===== src/rtl/sbl_pkg.sv =====
package sbl_pkg;
   typedef enum logic [1:0] {
      ST_IDLE = 2'd0,
      ST_RUN  = 2'd1,
      ST_FIN  = 2'd2
   } sbl_state_e;
endpackage


===== src/rtl/sbl_bank_track.sv =====
module sbl_bank_track #(
   parameter int NBANK     = 8,
   parameter int BANK_BUSY = 6,
   localparam int BANK_W   = $clog2(NBANK)
) (
   input  logic              clk,
   input  logic              rst_n,
   input  logic              issue,
   input  logic [BANK_W-1:0] issue_bank,
   output logic [NBANK-1:0]  free_mask
);
   localparam int CNT_W = (BANK_BUSY > 1) ? $clog2(BANK_BUSY) : 1;

   generate
      if (BANK_BUSY > 1) begin : g_timed
         for (genvar b = 0; b < NBANK; b++) begin : g_bank
            logic [CNT_W-1:0] rest_q;
            always_ff @(posedge clk) begin
               if (!rst_n) begin
                  rest_q <= '0;
               end else if (issue && issue_bank == BANK_W'(b)) begin
                  rest_q <= CNT_W'(BANK_BUSY - 1);
               end else if (rest_q != '0) begin
                  rest_q <= rest_q - CNT_W'(1);
               end
            end
            assign free_mask[b] = (rest_q == '0);
         end
      end else begin : g_untimed
         logic unused_in;
         assign unused_in = ^{clk, rst_n, issue, issue_bank};
         assign free_mask = '1;
      end
   endgenerate
endmodule


===== src/rtl/sbl_addr_gen.sv =====
module sbl_addr_gen #(
   parameter int ADDR_W = 32
) (
   input  logic              clk,
   input  logic              rst_n,
   input  logic              load,
   input  logic [ADDR_W-1:0] base,
   input  logic [ADDR_W-1:0] stride,
   input  logic              step,
   output logic [ADDR_W-1:0] addr
);
   logic [ADDR_W-1:0] addr_q;
   logic [ADDR_W-1:0] stride_q;

   always_ff @(posedge clk) begin
      if (!rst_n) begin
         addr_q   <= '0;
         stride_q <= '0;
      end else if (load) begin
         addr_q   <= base;
         stride_q <= stride;
      end else if (step) begin
         addr_q   <= addr_q + stride_q;
      end
   end

   assign addr = addr_q;
endmodule


===== src/rtl/sbl_resp_tag.sv =====
module sbl_resp_tag #(
   parameter int DATA_W  = 32,
   parameter int MAX_LEN = 64,
   localparam int LEN_W  = $clog2(MAX_LEN + 1),
   localparam int IDX_W  = (MAX_LEN > 1) ? $clog2(MAX_LEN) : 1
) (
   input  logic              clk,
   input  logic              rst_n,
   input  logic              clear,
   input  logic              enable,
   input  logic [LEN_W-1:0]  len,
   input  logic              rsp_valid,
   input  logic [DATA_W-1:0] rsp_data,
   output logic              elem_valid,
   output logic [IDX_W-1:0]  elem_idx,
   output logic [DATA_W-1:0] elem_data,
   output logic              last
);
   logic [IDX_W-1:0] rx_q;
   logic             fire;

   assign fire = enable && rsp_valid;

   always_ff @(posedge clk) begin
      if (!rst_n) begin
         rx_q <= '0;
      end else if (clear) begin
         rx_q <= '0;
      end else if (fire) begin
         rx_q <= rx_q + IDX_W'(1);
      end
   end

   assign elem_valid = fire;
   assign elem_idx   = rx_q;
   assign elem_data  = rsp_data;
   assign last       = fire && (LEN_W'(rx_q) == len - LEN_W'(1));
endmodule


===== src/rtl/strided_bank_loader.sv =====
module strided_bank_loader
   import sbl_pkg::*;
#(
   parameter int ADDR_W    = 32,
   parameter int DATA_W    = 32,
   parameter int NBANK     = 8,
   parameter int BANK_BUSY = 6,
   parameter int MAX_LEN   = 64,
   parameter int CYC_W     = 16,
   localparam int LEN_W    = $clog2(MAX_LEN + 1),
   localparam int IDX_W    = (MAX_LEN > 1) ? $clog2(MAX_LEN) : 1,
   localparam int BANK_W   = $clog2(NBANK)
) (
   input  logic              clk,
   input  logic              rst_n,
   input  logic              start,
   input  logic [ADDR_W-1:0] base,
   input  logic [ADDR_W-1:0] stride,
   input  logic [LEN_W-1:0]  vlen,
   input  logic              rsp_valid,
   input  logic [DATA_W-1:0] rsp_data,
   output logic              busy,
   output logic              req_valid,
   output logic [ADDR_W-1:0] req_addr,
   output logic              elem_valid,
   output logic [IDX_W-1:0]  elem_idx,
   output logic [DATA_W-1:0] elem_data,
   output logic              done,
   output logic [CYC_W-1:0]  total_cycles
);
   generate
      if (NBANK < 2 || (NBANK & (NBANK - 1)) != 0) begin : g_bad_nbank
         $error("NBANK must be a power of two of at least 2");
      end
      if (BANK_BUSY < 1) begin : g_bad_busy
         $error("BANK_BUSY must be at least 1");
      end
      if (MAX_LEN < 1) begin : g_bad_len
         $error("MAX_LEN must be at least 1");
      end
      if (ADDR_W < BANK_W) begin : g_bad_addr
         $error("ADDR_W too narrow for the bank select");
      end
   endgenerate

   sbl_state_e          state_q;
   logic                accept;
   logic [LEN_W-1:0]    len_q;
   logic [LEN_W-1:0]    iss_q;
   logic [CYC_W-1:0]    cyc_q;
   logic [CYC_W-1:0]    total_q;
   logic [NBANK-1:0]    free_mask;
   logic [ADDR_W-1:0]   cur_addr;
   logic [BANK_W-1:0]   cur_bank;
   logic                issue;
   logic                last_elem;

   assign accept   = start && (state_q == ST_IDLE);
   assign cur_bank = cur_addr[BANK_W-1:0];
   assign issue    = (state_q == ST_RUN) && (iss_q < len_q) && free_mask[cur_bank];

   sbl_addr_gen #(.ADDR_W(ADDR_W)) u_addr (
      .clk    (clk),
      .rst_n  (rst_n),
      .load   (accept),
      .base   (base),
      .stride (stride),
      .step   (issue),
      .addr   (cur_addr)
   );

   sbl_bank_track #(.NBANK(NBANK), .BANK_BUSY(BANK_BUSY)) u_banks (
      .clk        (clk),
      .rst_n      (rst_n),
      .issue      (issue),
      .issue_bank (cur_bank),
      .free_mask  (free_mask)
   );

   sbl_resp_tag #(.DATA_W(DATA_W), .MAX_LEN(MAX_LEN)) u_tag (
      .clk        (clk),
      .rst_n      (rst_n),
      .clear      (accept),
      .enable     (state_q == ST_RUN),
      .len        (len_q),
      .rsp_valid  (rsp_valid),
      .rsp_data   (rsp_data),
      .elem_valid (elem_valid),
      .elem_idx   (elem_idx),
      .elem_data  (elem_data),
      .last       (last_elem)
   );

   always_ff @(posedge clk) begin
      if (!rst_n) begin
         state_q <= ST_IDLE;
         len_q   <= '0;
         iss_q   <= '0;
         cyc_q   <= '0;
         total_q <= '0;
      end else begin
         case (state_q)
            ST_IDLE: begin
               if (accept) begin
                  len_q   <= vlen;
                  iss_q   <= '0;
                  cyc_q   <= '0;
                  total_q <= '0;
                  state_q <= (vlen == '0) ? ST_FIN : ST_RUN;
               end
            end
            ST_RUN: begin
               cyc_q <= cyc_q + CYC_W'(1);
               if (issue) begin
                  iss_q <= iss_q + LEN_W'(1);
               end
               if (last_elem) begin
                  total_q <= cyc_q + CYC_W'(1);
                  state_q <= ST_FIN;
               end
            end
            default: begin
               state_q <= ST_IDLE;
            end
         endcase
      end
   end

   assign busy         = (state_q != ST_IDLE);
   assign req_valid    = issue;
   assign req_addr     = cur_addr;
   assign done         = (state_q == ST_FIN);
   assign total_cycles = total_q;
endmodule


===== config.mk =====
export PLATFORM = sky130hd
export DESIGN_NAME = strided_bank_loader
export DESIGN_NICKNAME = d
export VERILOG_FILES = /design/src/rtl/sbl_pkg.sv /design/src/rtl/sbl_bank_track.sv /design/src/rtl/sbl_addr_gen.sv /design/src/rtl/sbl_resp_tag.sv /design/src/rtl/strided_bank_loader.sv
export SDC_FILE = /design/constraint.sdc
export NUM_CORES = 1
export LEC_CHECK = 0
export BUFFER_PORTS_ARGS = -buffer_cell sky130_fd_sc_hd__buf_2
export CAP_MARGIN = 20
export CELL_PAD_IN_SITES_DETAIL_PLACEMENT = 0
export CELL_PAD_IN_SITES_GLOBAL_PLACEMENT = 1
export CORE_MARGIN = 2
export CORE_UTILIZATION = 28
export DETAILED_ROUTE_END_ITERATION = 8
export GPL_ROUTABILITY_DRIVEN = 1
export PLACE_DENSITY = 0.64
export SLEW_MARGIN = 10
export SYNTH_ARGS = -nofsm -noshare
export SYNTH_HDL_FRONTEND = slang
export SYNTH_SLANG_ARGS = --single-unit
export TNS_END_PERCENT = 100

===== constraint.sdc =====
create_clock -name clk -period 2.9 [get_ports clk]
set_clock_uncertainty 0.2 [all_clocks]
set_input_delay 0.29 -clock clk [delete_from_list [all_inputs] [get_ports clk]]
set_output_delay 0.29 -clock clk [all_outputs]
set_load 0.02 [all_outputs]

; Yosys cells after proc, flatten, opt, wreduce, memory -nomap -nowiden
; Index checks and enable logic that the tools add are counted.
[classes]
add_sub_neg = 13
eq_ne = 13
order_cmp = 2
n_reduce_logical = 57
bitwise_logic = 1
n_mux = 31
[op_table]
columns = cell, count
row1 = $mux W32, 2
row2 = $pmux W16 S2, 2
row3 = $mux W3, 16
row4 = $add A32 B32 Y32, 1
row5 = $mux W16, 2
row6 = $logic_not A3 Y1, 9
row7 = $reduce_bool A3 Y1, 8
row8 = $sub A3 B1 Y3 const B, 8
row9 = $reduce_bool A2 Y1, 11
row10 = $reduce_or A2 Y1, 9
row11 = $add A16 B1 Y16 const B, 1
row12 = $mux W7, 2
row13 = $pmux W7 S2, 1
row14 = $logic_and A1 B1 Y1, 13
row15 = $eq A3 B3 Y1 const B, 4
row16 = $add A7 B1 Y7 const B, 1
row17 = $eq A6 B7 Y1, 1
row18 = $logic_not A7 Y1, 1
row19 = $lt A7 B7 Y1, 1
row20 = $sub A7 B1 Y7 const B, 1
row21 = $add A6 B1 Y6 const B, 1
row22 = $eq A3 B2 Y1 const B, 2
row23 = $mux W2, 3
row24 = $ne A2 B2 Y1 const B, 3
row25 = other kinds (11), 14
[word_totals]
reg_bits = 142
word_cells = 141
in_bits = 107
output_inout_bits = 90

; Longest topological paths before layout
; Gate-level depths: netlist of the first run.
[depth]
depth_word = 6
mapped_depth = 14
ltp_nobuf = 12

; Modules after synthesis
; From an unflattened synthesis of the first run, not the netlist that was laid out.
[hier_totals]
hier_cells = 1006
hier_area_um2 = 8725.9
[modules_own_cells]
columns = mod, cells_per_inst, area_per_inst_um2, n_inst, seq_area_each_um2
row1 = sbl_addr_gen, 495, 4151.5, 1, 1281.2
row2 = strided_bank_loader, 280, 2474.9, 1, 960.9
row3 = sbl_bank_track, 146, 1426.4, 1, 480.5
row4 = sbl_resp_tag, 85, 673.1, 1, 120.1

; Least setup slack after synthesis of the first run
; Ideal clock, no wire load.
[synth_timing]
kind = register -> register
start = reg u_addr.addr_q[0] (netlist: u_addr.addr[0])
end = reg u_addr.addr_q[30] (netlist: u_addr.addr[30])
n_path_buf = 0
required_time_ps = 2642
arrival_time_ps = 2671
stages_incl_launch_ff = 13
setup_slack_ps = -29
setup_time_ps = 58
cell_sequence = dfxtp_1 ha_1 fa_1 a21o_1 a21oi_2 o21ai_1 a21oi_1 o21ai_1 o41ai_2 nor3_1 o21a_1 nor3_1 o21a_1
[synth_via]
elab_chain_cells = 4
elab_cells_between_ends = 7
[synth_rtl]
columns = item, line_no
row1 = "start, declared", sbl_addr_gen.sv:12  ; logic [ADDR_W-1:0] addr_q;
row2 = "start signal, assigned", sbl_addr_gen.sv:20  ; addr_q <= base;
row3 = "start signal, assigned", sbl_addr_gen.sv:23  ; addr_q <= addr_q + stride_q;
row4 = "parallel branches: the longest is 4 deep, another holds $add A32 B32 Y32", --
; Parallel ways; which one is timed is not known. The select of a mux whose other input is x is not followed.
; A chain may end at the register's enable or synchronous reset.

; Final worst setup path of the first run
[layout_timing]
start = reg u_addr.stride_q[0]
end = reg u_addr.addr_q[30] (netlist: u_addr.addr[30])
[layout_via]
elab_chain_cells = 3
[layout_rtl]
columns = item, line_no
row1 = "start, declared", sbl_addr_gen.sv:13  ; logic [ADDR_W-1:0] stride_q;
row2 = "start signal, assigned", sbl_addr_gen.sv:21  ; stride_q <= stride;
row3 = $add A32 B32 Y32, sbl_addr_gen.sv:23
row4 = $mux W32, sbl_addr_gen.sv:22  ; end else if (step) begin
row5 = $mux W32, sbl_addr_gen.sv:19  ; end else if (load) begin
; Every way passes these cells. The select of a mux whose other input is x is not followed.

==> flow_metrics.tcl, run 1 <==
set metrics [dict create \
    status "complete, no violations" \
    core_um2 28860 \
    fillers 3034 \
    drc_errors 0 \
    cap_violations 0 \
    diodes 0 \
    crit_required_ns 3.00 \
    setup_viol 0 \
    criticalPathCategory "reg2reg" \
    antenna_left 0 \
    hold_class "in2reg" \
    dpl.hpwl_um 17320 \
    drt-total-wl_um 24040 \
    slew_viol_final 0 \
    drive_above_1_share_pct 26.80 \
    ir_drop_v 0.0002856 \
    drtPass1Iterations 4 \
    tightest_slew_ns 0.6952 \
    syn_nets 1207 \
    grt_max_degree 61 \
    grt_pass1_vias 7689 \
    clock_sinks 142 \
    dieArea_um2 30930 \
    grt-ovfl-total 0 \
    min_period_ns 2.825 \
    grt_pass1_wl_um 38740 \
    port_buffers 132 \
    start_util_pct 28.66 \
    synth_area_leaders "dfxtp_1 34%, ha_1 9.8%, a21oi_1 7.8%" \
    timing.final.crit_share_pct 97.41 \
    synth_top_area_share_pct 34.37 \
    hold_viol_final 0 \
    crit_chain "ha_4 > fa_2 > a21o_1 > a21oi_2 > o21ai_2 > a21oi_2 > o21ai_2 > o41ai_2 > buf_4 > nor3_2 > nor3_1 > nor3_2 > o21a_1" \
    num_rows 62 \
    via_per_inst 4.718 \
    vias 7710 \
    synth.distinct_cells 68 \
    cp-end-kind "flip-flop" \
    start_kind "flip-flop" \
    die_h_um 175.9 \
    area_growth_pct 34.72 \
    fmax_mhz 354.0 \
    fin_nets 1410 \
    gp_congestion 0.8168 \
    synthesis.area_um2 8270 \
    crit_family "compound AO/OA/AOI/OAI gates" \
    syn_avg_cell_area_um2 7.998 \
    htree_levels 4 \
    cts.clk_slew.worst_paths_ns 0.06 \
    synth_ff_type "dfxtp_1" \
    synthArstFlopShare_pct 0 \
    cts_tree "built" \
    synth-edff-count 0 \
    grt_util_all_layers_pct 15.61 \
    critPathSlowestCell "fa_2" \
    slew_headroom_pct 53.65 \
    fin_tns_setup_ns 0 \
    crit_arrival_ns 2.93 \
    insertion_delay_ns 0.42 \
    synth_area_leader_cell "dfxtp_1" \
    cts-root-buf "clkbuf_16" \
    yosys_register_bits 142 \
    cts-buffers-inserted 17 \
    wl_per_cell_um 14.71 \
    clk_path_buf_depth 2 \
    crit_buf_inv 1 \
    synthCells 1034 \
    powerDensity_nw_per_um2 647.6 \
    slowest_delay_ns 0.36 \
    die_w_um 175.9 \
    yosysWarnings 0 \
    cp_max_fo 3 \
    leakagePower_nw 4.885 \
    ys_seq_area_share_pct 34.37 \
    holdWs_ns 0.01489 \
    drt_first_iter_violations 329 \
    ios 197 \
    antenna_found_initial 0 \
    rsz0062_at_grt "true" \
]
-- cell usage in the layout, fill, tap and decap left out, types with 10 or more instances in the layout --
master / Yosys / layout
and3_1: 14 / 14
nor3_1: 17 / 14
a21oi_2: 2 / 10
a21oi_1: 129 / 121
ha_1: 65 / 42
nand2_1: 154 / 152
nor2_1: 84 / 84
o21ai_0: 35 / 35
buf_2: 6 / 131
ha_2: 0 / 16
nor2b_1: 11 / 11
nand3_1: 36 / 36
a21o_1: 17 / 17
xor2_1: 41 / 41
inv_1: 44 / 44
dfxtp_1: 142 / 125
dfxtp_2: 0 / 17
dlygate4sd3_1: 0 / 57
buf_4: 35 / 75
mux2i_1: 17 / 16
clkbuf_16: 0 / 17
xnor2_1: 22 / 22
-- per-stage QoR --
stage | setup WS, ns | cells | util (%) | area, µm² | total power, mW
2_1_floorplan | 0.03627 | 1034 | - | 8278 | 3.893
3_3_place_gp | -0.03463 | 1530 | 32.85 | 9479 | 4.590
3_5_place_dp | -0.08490 | 1530 | 32.85 | 9479 | 4.607
4_1_cts | -0.01500 | 1627 | 37.57 | 10840 | 7.126
5_1_grt | -0.1121 | 1634 | 38.61 | 11140 | 7.689
6_report | 0.07521 | 1634 | 38.61 | 11140 | 7.215
-- cells in the mapped netlist, types with 3 or more instances --
cell type,n
clkbuf_1,37
xor2_1,41
nor2b_1,11
nand3_1,36
buf_2,6
o21ai_0,35
or3_1,5
a21o_1,17
dfxtp_1,142
buf_1,3
and3_1,14
and2_1,3
a22oi_1,9
buf_4,35
o21a_1,3
nand2_1,154
a311oi_1,7
nand2b_1,5
ha_1,65
inv_1,44
mux2i_1,17
buf_6,3
o21ai_1,8
nand4_1,9
a31oi_1,5
nor2_1,84
nor3_1,17
a211oi_1,4
o21bai_1,3
o221ai_1,7
a21oi_1,129
xnor2_1,22
or2_2,5
a221oi_1,3
-- registers in the layout (all words and copies together), names as in the netlist --
signal / flops
total_cycles: 16
u_addr.addr: 32
u_banks.g_timed.g_bank.rest_q: 24
state_q: 2
len_q: 7
u_addr.stride_q: 32
cyc_q: 16
u_tag.elem_idx: 6
iss_q: 7
-- cell type report --
cell class	count	area, µm²	share of cell area [%]
Sequential cell	142	2864	25.70
Timing Repair Buffer	269	1891	16.97
Clock buffer	19	442.9	3.975
Tap cell	384	480.5	4.312
Multi-Input combinational cell	761	5100	45.77
Clock inverter	13	187.7	1.684
Inverter	46	176.4	1.583
-- tightest hold or removal path, cell delays in order --
cell and delay [ns]:
buf_2 0.10, o221ai_1 0.12, nor2_1 0.08
-- timing repair --
action                                  4_1_cts  5_1_grt
gates resized for setup                      29       55
endpoints found under the hold margin        57        0
pin swaps                                     6       32
setup buffers                                 8        8
endpoints found under the setup margin       10       39
hold buffers                                 57        0
-- final timing paths --
check	start	endpoint	slack, ns	cells past startpoint
max	u_addr.stride_q[0]	u_addr.addr[30]	0.08	13
min	base[3]	u_addr.addr[3]	0.01	3
max reg2reg	u_addr.stride_q[0]	u_addr.addr[30]	0.08	13
min reg2reg	total_cycles[1]	total_cycles[1]	0.25	2
-- cells by family after synthesis --
family / Yosys count / synth area share [%]
and+or+nand+nor: 358 / 19.61
AOI/OAI and AO/OA: 255 / 18.76
DFF: 142 / 34.37
buffers and inverters: 131 / 7.912
adders and majority gates: 66 / 10.08
xor gates and xnor gates: 63 / 6.672
muxes: 19 / 2.602
-- layer usage --
metal / share of wire, % / global-route usage (%) / vias to the layer above
met3: 3.0 / 2.468 / 17
met2: 49 / 27.41 / 115
met1: 47 / 19.82 / 3627
met5: 0 / 0 / -
li1: - / - / 3951
met4: 1.1 / 4.201 / 0
-- power by group --
| group | switching, mW | leakage, nW | internal (mW) | total, mW |
|---|---|---|---|---|
| clock network | 0.881 | 0.300 | 1.47 | 2.35 |
| registers | 0.168 | 1.17 | 2.19 | 2.36 |
| logic | 1.35 | 3.42 | 1.15 | 2.51 |
(Power assumes the default switching activity.)
==> inputs of run 2 (changes only) <==
==> constraint.sdc (replaced) <==
create_clock -name clk -period 2.9 [get_ports clk]
set_clock_uncertainty 0.2 [all_clocks]
set_input_delay 0.145 -clock clk [delete_from_list [all_inputs] [get_ports clk]]
set_output_delay 0.145 -clock clk [all_outputs]
set_load 0.02 [all_outputs]
==> flow_metrics.tcl, run 2 (synthesis results as in run 1) <==
set metrics [dict create \
    status "complete, no violations" \
    drc_errors 0 \
    reg2reg_depth 12 \
    cts.clk_slew.worst_paths_ns 0.06 \
    clk_path_buf_depth 2 \
    die_w_um 175.9 \
    cp_max_fo 3 \
    grt_pass1_vias 7743 \
    cts-buffers-inserted 17 \
    gp_congestion 0.8113 \
    crit_family "compound AO/OA/AOI/OAI gates" \
    grt-ovfl-total 0 \
    worstHoldPathCells 4 \
    cts-root-buf "clkbuf_16" \
    critPathSlowestCell "fa_2" \
    criticalPathCategory "reg2reg" \
    grt_max_degree 61 \
    cap_violations 0 \
    hold_path_end "len_q[0]" \
    core_um2 28860 \
    area_growth_pct 35.17 \
    drtPass1Iterations 4 \
    drt_first_iter_violations 382 \
    hold_class "in2reg" \
    die_h_um 175.9 \
    grt.met1_usage_pct 19.46 \
    layout_commonest_cell "nand2_1" \
    clock_sinks 142 \
    powerDensity_nw_per_um2 627.4 \
    min_period_ns 2.815 \
    antenna_left 0 \
    dpl.hpwl_um 17290 \
    top_usage_layer "met2" \
    timing.final.crit_share_pct 97.06 \
    antenna_found_initial 0 \
    via_per_inst 4.735 \
    regArea_um2 2856 \
    crit_chain "ha_4 > fa_2 > a21o_1 > a21oi_2 > o21ai_2 > a21oi_2 > o211ai_1 > a21oi_2 > o31ai_1 > a21o_1 > nor3_1 > and4b_1" \
    drt-total-wl_um 23990 \
    wl_per_cell_um 14.56 \
    crit_arrival_ns 2.93 \
    slew_viol_final 0 \
    hold_viol_final 0 \
    min-delay-start "start" \
    ios 197 \
    num_rows 62 \
    leakagePower_nw 4.948 \
    vias 7804 \
    layout_common_cells "152 x nand2_1, 131 x dfxtp_1, 131 x buf_2" \
    fmax_mhz 355.3 \
    grt_util_all_layers_pct 15.65 \
    power_mw 7.014 \
    multiInputGateArea_um2 5020 \
    cts_tree "built" \
    regToRegSetupSlack_ns 0.09 \
    start_kind "flip-flop" \
    cp-end-kind "flip-flop" \
    fillers 3048 \
    reg2reg_from "u_addr.addr[0]" \
    crit_required_ns 3.01 \
    dieArea_um2 30930 \
    setup_viol 0 \
    start_util_pct 28.66 \
    grt.met2_usage_pct 27.54 \
    slowest_delay_ns 0.35 \
    insertion_delay_ns 0.42 \
    ir_drop_v 0.0003042 \
    port_buffers 132 \
    grt_pass1_wl_um 38670 \
    fin_util_pct 38.74 \
    slew_headroom_pct 52.83 \
    tightest_slew_ns 0.7075 \
    reg2reg_to "u_addr.addr[28]" \
    cpMostUsedCell "a21oi_2" \
    fin_nets 1425 \
    crit_buf_inv 0 \
    diodes 0 \
    rsz0062_at_grt "true" \
    htree_levels 4 \
    drive_above_1_share_pct 24.60 \
    grt_util_met3_pct 2.749 \
]
## run 2: layout make-up
cell class	count	area share [%]
clock buffers	22	4.421
clock inverters	9	0.9625
inverters	46	1.578
multi-input cells	761	44.90
flip-flops and latches	142	25.55
well taps	384	4.298
repair buffers	284	18.29
## run 2: where the power goes
| group | total, mW | switching (mW) | internal [mW] |
|---|---|---|---|
| Sequential | 2.36 | 0.170 | 2.19 |
| Clock | 2.25 | 0.870 | 1.38 |
| Combinational | 2.41 | 1.31 | 1.10 |
| Total | 7.01 | 2.35 | 4.66 |
## run 2: worst max path at each step
stage	from	to	slack [ns]	cells past startpoint
2_1_floorplan	u_addr.addr[0]	u_addr.addr[30]	0.04	12
3_3_place_gp	u_addr.addr[0]	u_addr.addr[28]	-0.04	12
3_5_place_dp	u_addr.addr[1]	u_addr.addr[25]	-0.08	11
4_1_cts	u_banks.g_timed.g_bank[1].rest_q[0]	req_valid	-0.02	10
5_1_grt	u_addr.addr[1]	u_addr.addr[31]	-0.05	11
6_report	u_addr.addr[0]	u_addr.addr[28]	0.09	12
## run 2: repair_timing
item | in CTS | in global routing
gates cloned | 0 | 0
setup endpoints to repair | 16 | 36
hold buffers | 78 | 0
hold endpoints to repair | 72 | 0
setup buffers | 8 | 2
pin swaps | 6 | 28
resized for setup | 7 | 51
## run 2: layer usage
layer | wire [µm] | vias up
met5 | 0 | -
met4 | 399 | 0
met3 | 721 | 23
met2 | 11710 | 109
met1 | 11150 | 3685
li1 | - | 3987
## run 2: metrics by stage
step           cell area (µm²)  cells  hold WS [ns]   TNS, ns  setup slack (ns)
2_1_floorplan             8278   1034       0.08097         0           0.03627
3_3_place_gp              9479   1530       0.09014   -0.1096          -0.03564
3_5_place_dp              9479   1530       0.09014   -0.5094          -0.08104
4_1_cts                  10960   1647       0.03110  -0.02317          -0.02317
5_1_grt                  11180   1648       0.06179   -0.1879          -0.05378
6_report                 11180   1648       0.04529         0           0.08519
## run 2: tightest hold or removal path, cell delays in order
cell and delay, ns:
buf_2 0.10, nand2_2 0.19, nand2_1 0.13, a21oi_1 0.05
==> inputs of run 3 (changes only) <==
- RECOVER_POWER: default -> 25
==> flow_metrics.tcl, run 3 (synthesis results as in run 1) <==
set metrics [dict create \
    slew_viol_final 0 \
    reg2reg_from "u_addr.addr[0]" \
    placed_cells 1530 \
    die_w_um 175.9 \
    crit_chain "ha_4 > fa_2 > a21o_1 > a21oi_2 > o21ai_2 > a21oi_2 > o211ai_1 > a21oi_2 > o31ai_1 > a21o_1 > nor3_1 > and4b_1" \
    fmax_mhz 354.4 \
    vias 7807 \
    cp-end-kind "flip-flop" \
    reg2reg_depth 12 \
    ir_drop_v 0.0003025 \
    wl_per_cell_um 14.54 \
    fin_tns_setup_ns 0 \
    top_usage_layer "met2" \
    grt-ovfl-total 0 \
    cts-root-buf "clkbuf_16" \
    slowest_delay_ns 0.35 \
    cpMostUsedCell "a21oi_2" \
    drc_errors 0 \
    hold_path_end "cyc_q[0]" \
    antenna_found_initial 0 \
    min-delay-start "start" \
    crit_required_ns 3.01 \
    placed_area_um2 9479 \
    drtPass1Iterations 4 \
    ios 197 \
    start_kind "flip-flop" \
    leakagePower_nw 4.847 \
    layout_commonest_cell "nand2_1" \
    diodes 0 \
    dieArea_um2 30930 \
    status "complete, no violations" \
    grt_util_met3_pct 2.749 \
    grt.met1_usage_pct 19.46 \
    cts_tree "built" \
    area_growth_pct 34.81 \
    dpl.hpwl_um 17290 \
    die_h_um 175.9 \
    criticalPathCategory "reg2reg" \
    layoutNonFillerInstCount 1648 \
    critPathSlowestCell "fa_2" \
    htree_levels 4 \
    regToRegSetupSlack_ns 0.08 \
    antenna_left 0 \
    start_util_pct 28.66 \
    cts.clk_slew.worst_paths_ns 0.06 \
    gp_congestion 0.8113 \
    hold_viol_final 0 \
    core_um2 28860 \
    cap_violations 0 \
    fin_ws_ns 0.07870 \
    drt-total-wl_um 23970 \
    grt_pass1_wl_um 38670 \
    num_rows 62 \
    fin_util_pct 38.64 \
    fin_nets 1425 \
    cts-buffers-inserted 17 \
    rsz0062_at_grt "true" \
    drt_first_iter_violations 387 \
    port_buffers 132 \
    setup_viol 0 \
    via_per_inst 4.737 \
    timing.final.crit_share_pct 97.29 \
    powerDensity_nw_per_um2 628.1 \
    reg2reg_to "u_addr.addr[28]" \
    tightest_slew_ns 0.6909 \
    grt.met2_usage_pct 27.54 \
    hold_class "in2reg" \
    min_period_ns 2.821 \
    cp_max_fo 3 \
    drive_above_1_share_pct 22.71 \
    clock_sinks 142 \
    fin_area_um2 11150 \
    pre_cts_ws_ns -0.08104 \
    insertion_delay_ns 0.42 \
    clk_path_buf_depth 2 \
    grt_pass1_vias 7743 \
    worstHoldPathCells 5 \
    grt_max_degree 61 \
    grt_util_all_layers_pct 15.65 \
    layout_common_cells "152 x nand2_1, 131 x dfxtp_1, 122 x a21oi_1" \
    slew_headroom_pct 53.94 \
    crit_arrival_ns 2.93 \
]
run 3: cell count changes in the layout (fill, tap and decap cells not counted), sizes merged:
cell,change
clkbuf,+24
buf,-24
run 3: report_power, final:
part / switching (mW) / internal [mW]
Combinational: 1.31 / 1.09
Sequential: 0.170 / 2.19
Clock: 0.865 / 1.38
run 3: per-stage QoR:
| stage | power, mW | hold slack [ns] |
|---|---|---|
| floorplan | 3.893 | 0.08097 |
| global placement | 4.587 | 0.09014 |
| detailed placement | 4.602 | 0.09014 |
| CTS | 7.007 | 0.03110 |
| global route | 7.471 | 0.06179 |
| finish | 7.003 | 0.04843 |
run 3: repair_timing:
item                                   CTS  global route
setup endpoints to repair               16            36
hold buffers                            78             0
endpoints found under the hold margin   72             0
pin swaps                                6            28
resized for setup                        7            51
setup buffers                            8             2
run 3: final cells by class:
class / count / area (µm²)
clock buffers: 22 / 494.2
clock inverters: 9 / 107.6
fillers: 3062 / 17710
inverters: 46 / 176.4
multi-input cells: 761 / 5020
flip-flops and latches: 142 / 2856
well taps: 384 / 480.5
repair buffers: 284 / 2014
run 3: worst max-delay path by stage:
| stage | start | cells past startpoint | to | slack, ns |
|---|---|---|---|---|
| 2_1_floorplan | u_addr.addr[0] | 12 | u_addr.addr[30] | 0.04 |
| 3_3_place_gp | u_addr.addr[0] | 12 | u_addr.addr[28] | -0.04 |
| 3_5_place_dp | u_addr.addr[1] | 11 | u_addr.addr[25] | -0.08 |
| 4_1_cts | u_banks.g_timed.g_bank[1].rest_q[0] | 10 | req_valid | -0.02 |
| 5_1_grt | u_addr.addr[1] | 11 | u_addr.addr[31] | -0.05 |
| 6_report | u_addr.addr[0] | 12 | u_addr.addr[28] | 0.08 |
run 3: routing by layer:
metal,wire length [µm],share of wire [%]
met2,11590,48
met5,0,0
met3,849,3.5
met1,11070,46
met4,448,1.9
run 3: critical path: cells and delay by family, from the launching register on:
family	cells	cell delay, ns
AND/OR/NAND/NOR	2	0.31
adder cells (fa/ha/maj)	2	0.51
AO/OA/AOI/OAI	8	1.35
flip-flops	1	0.33
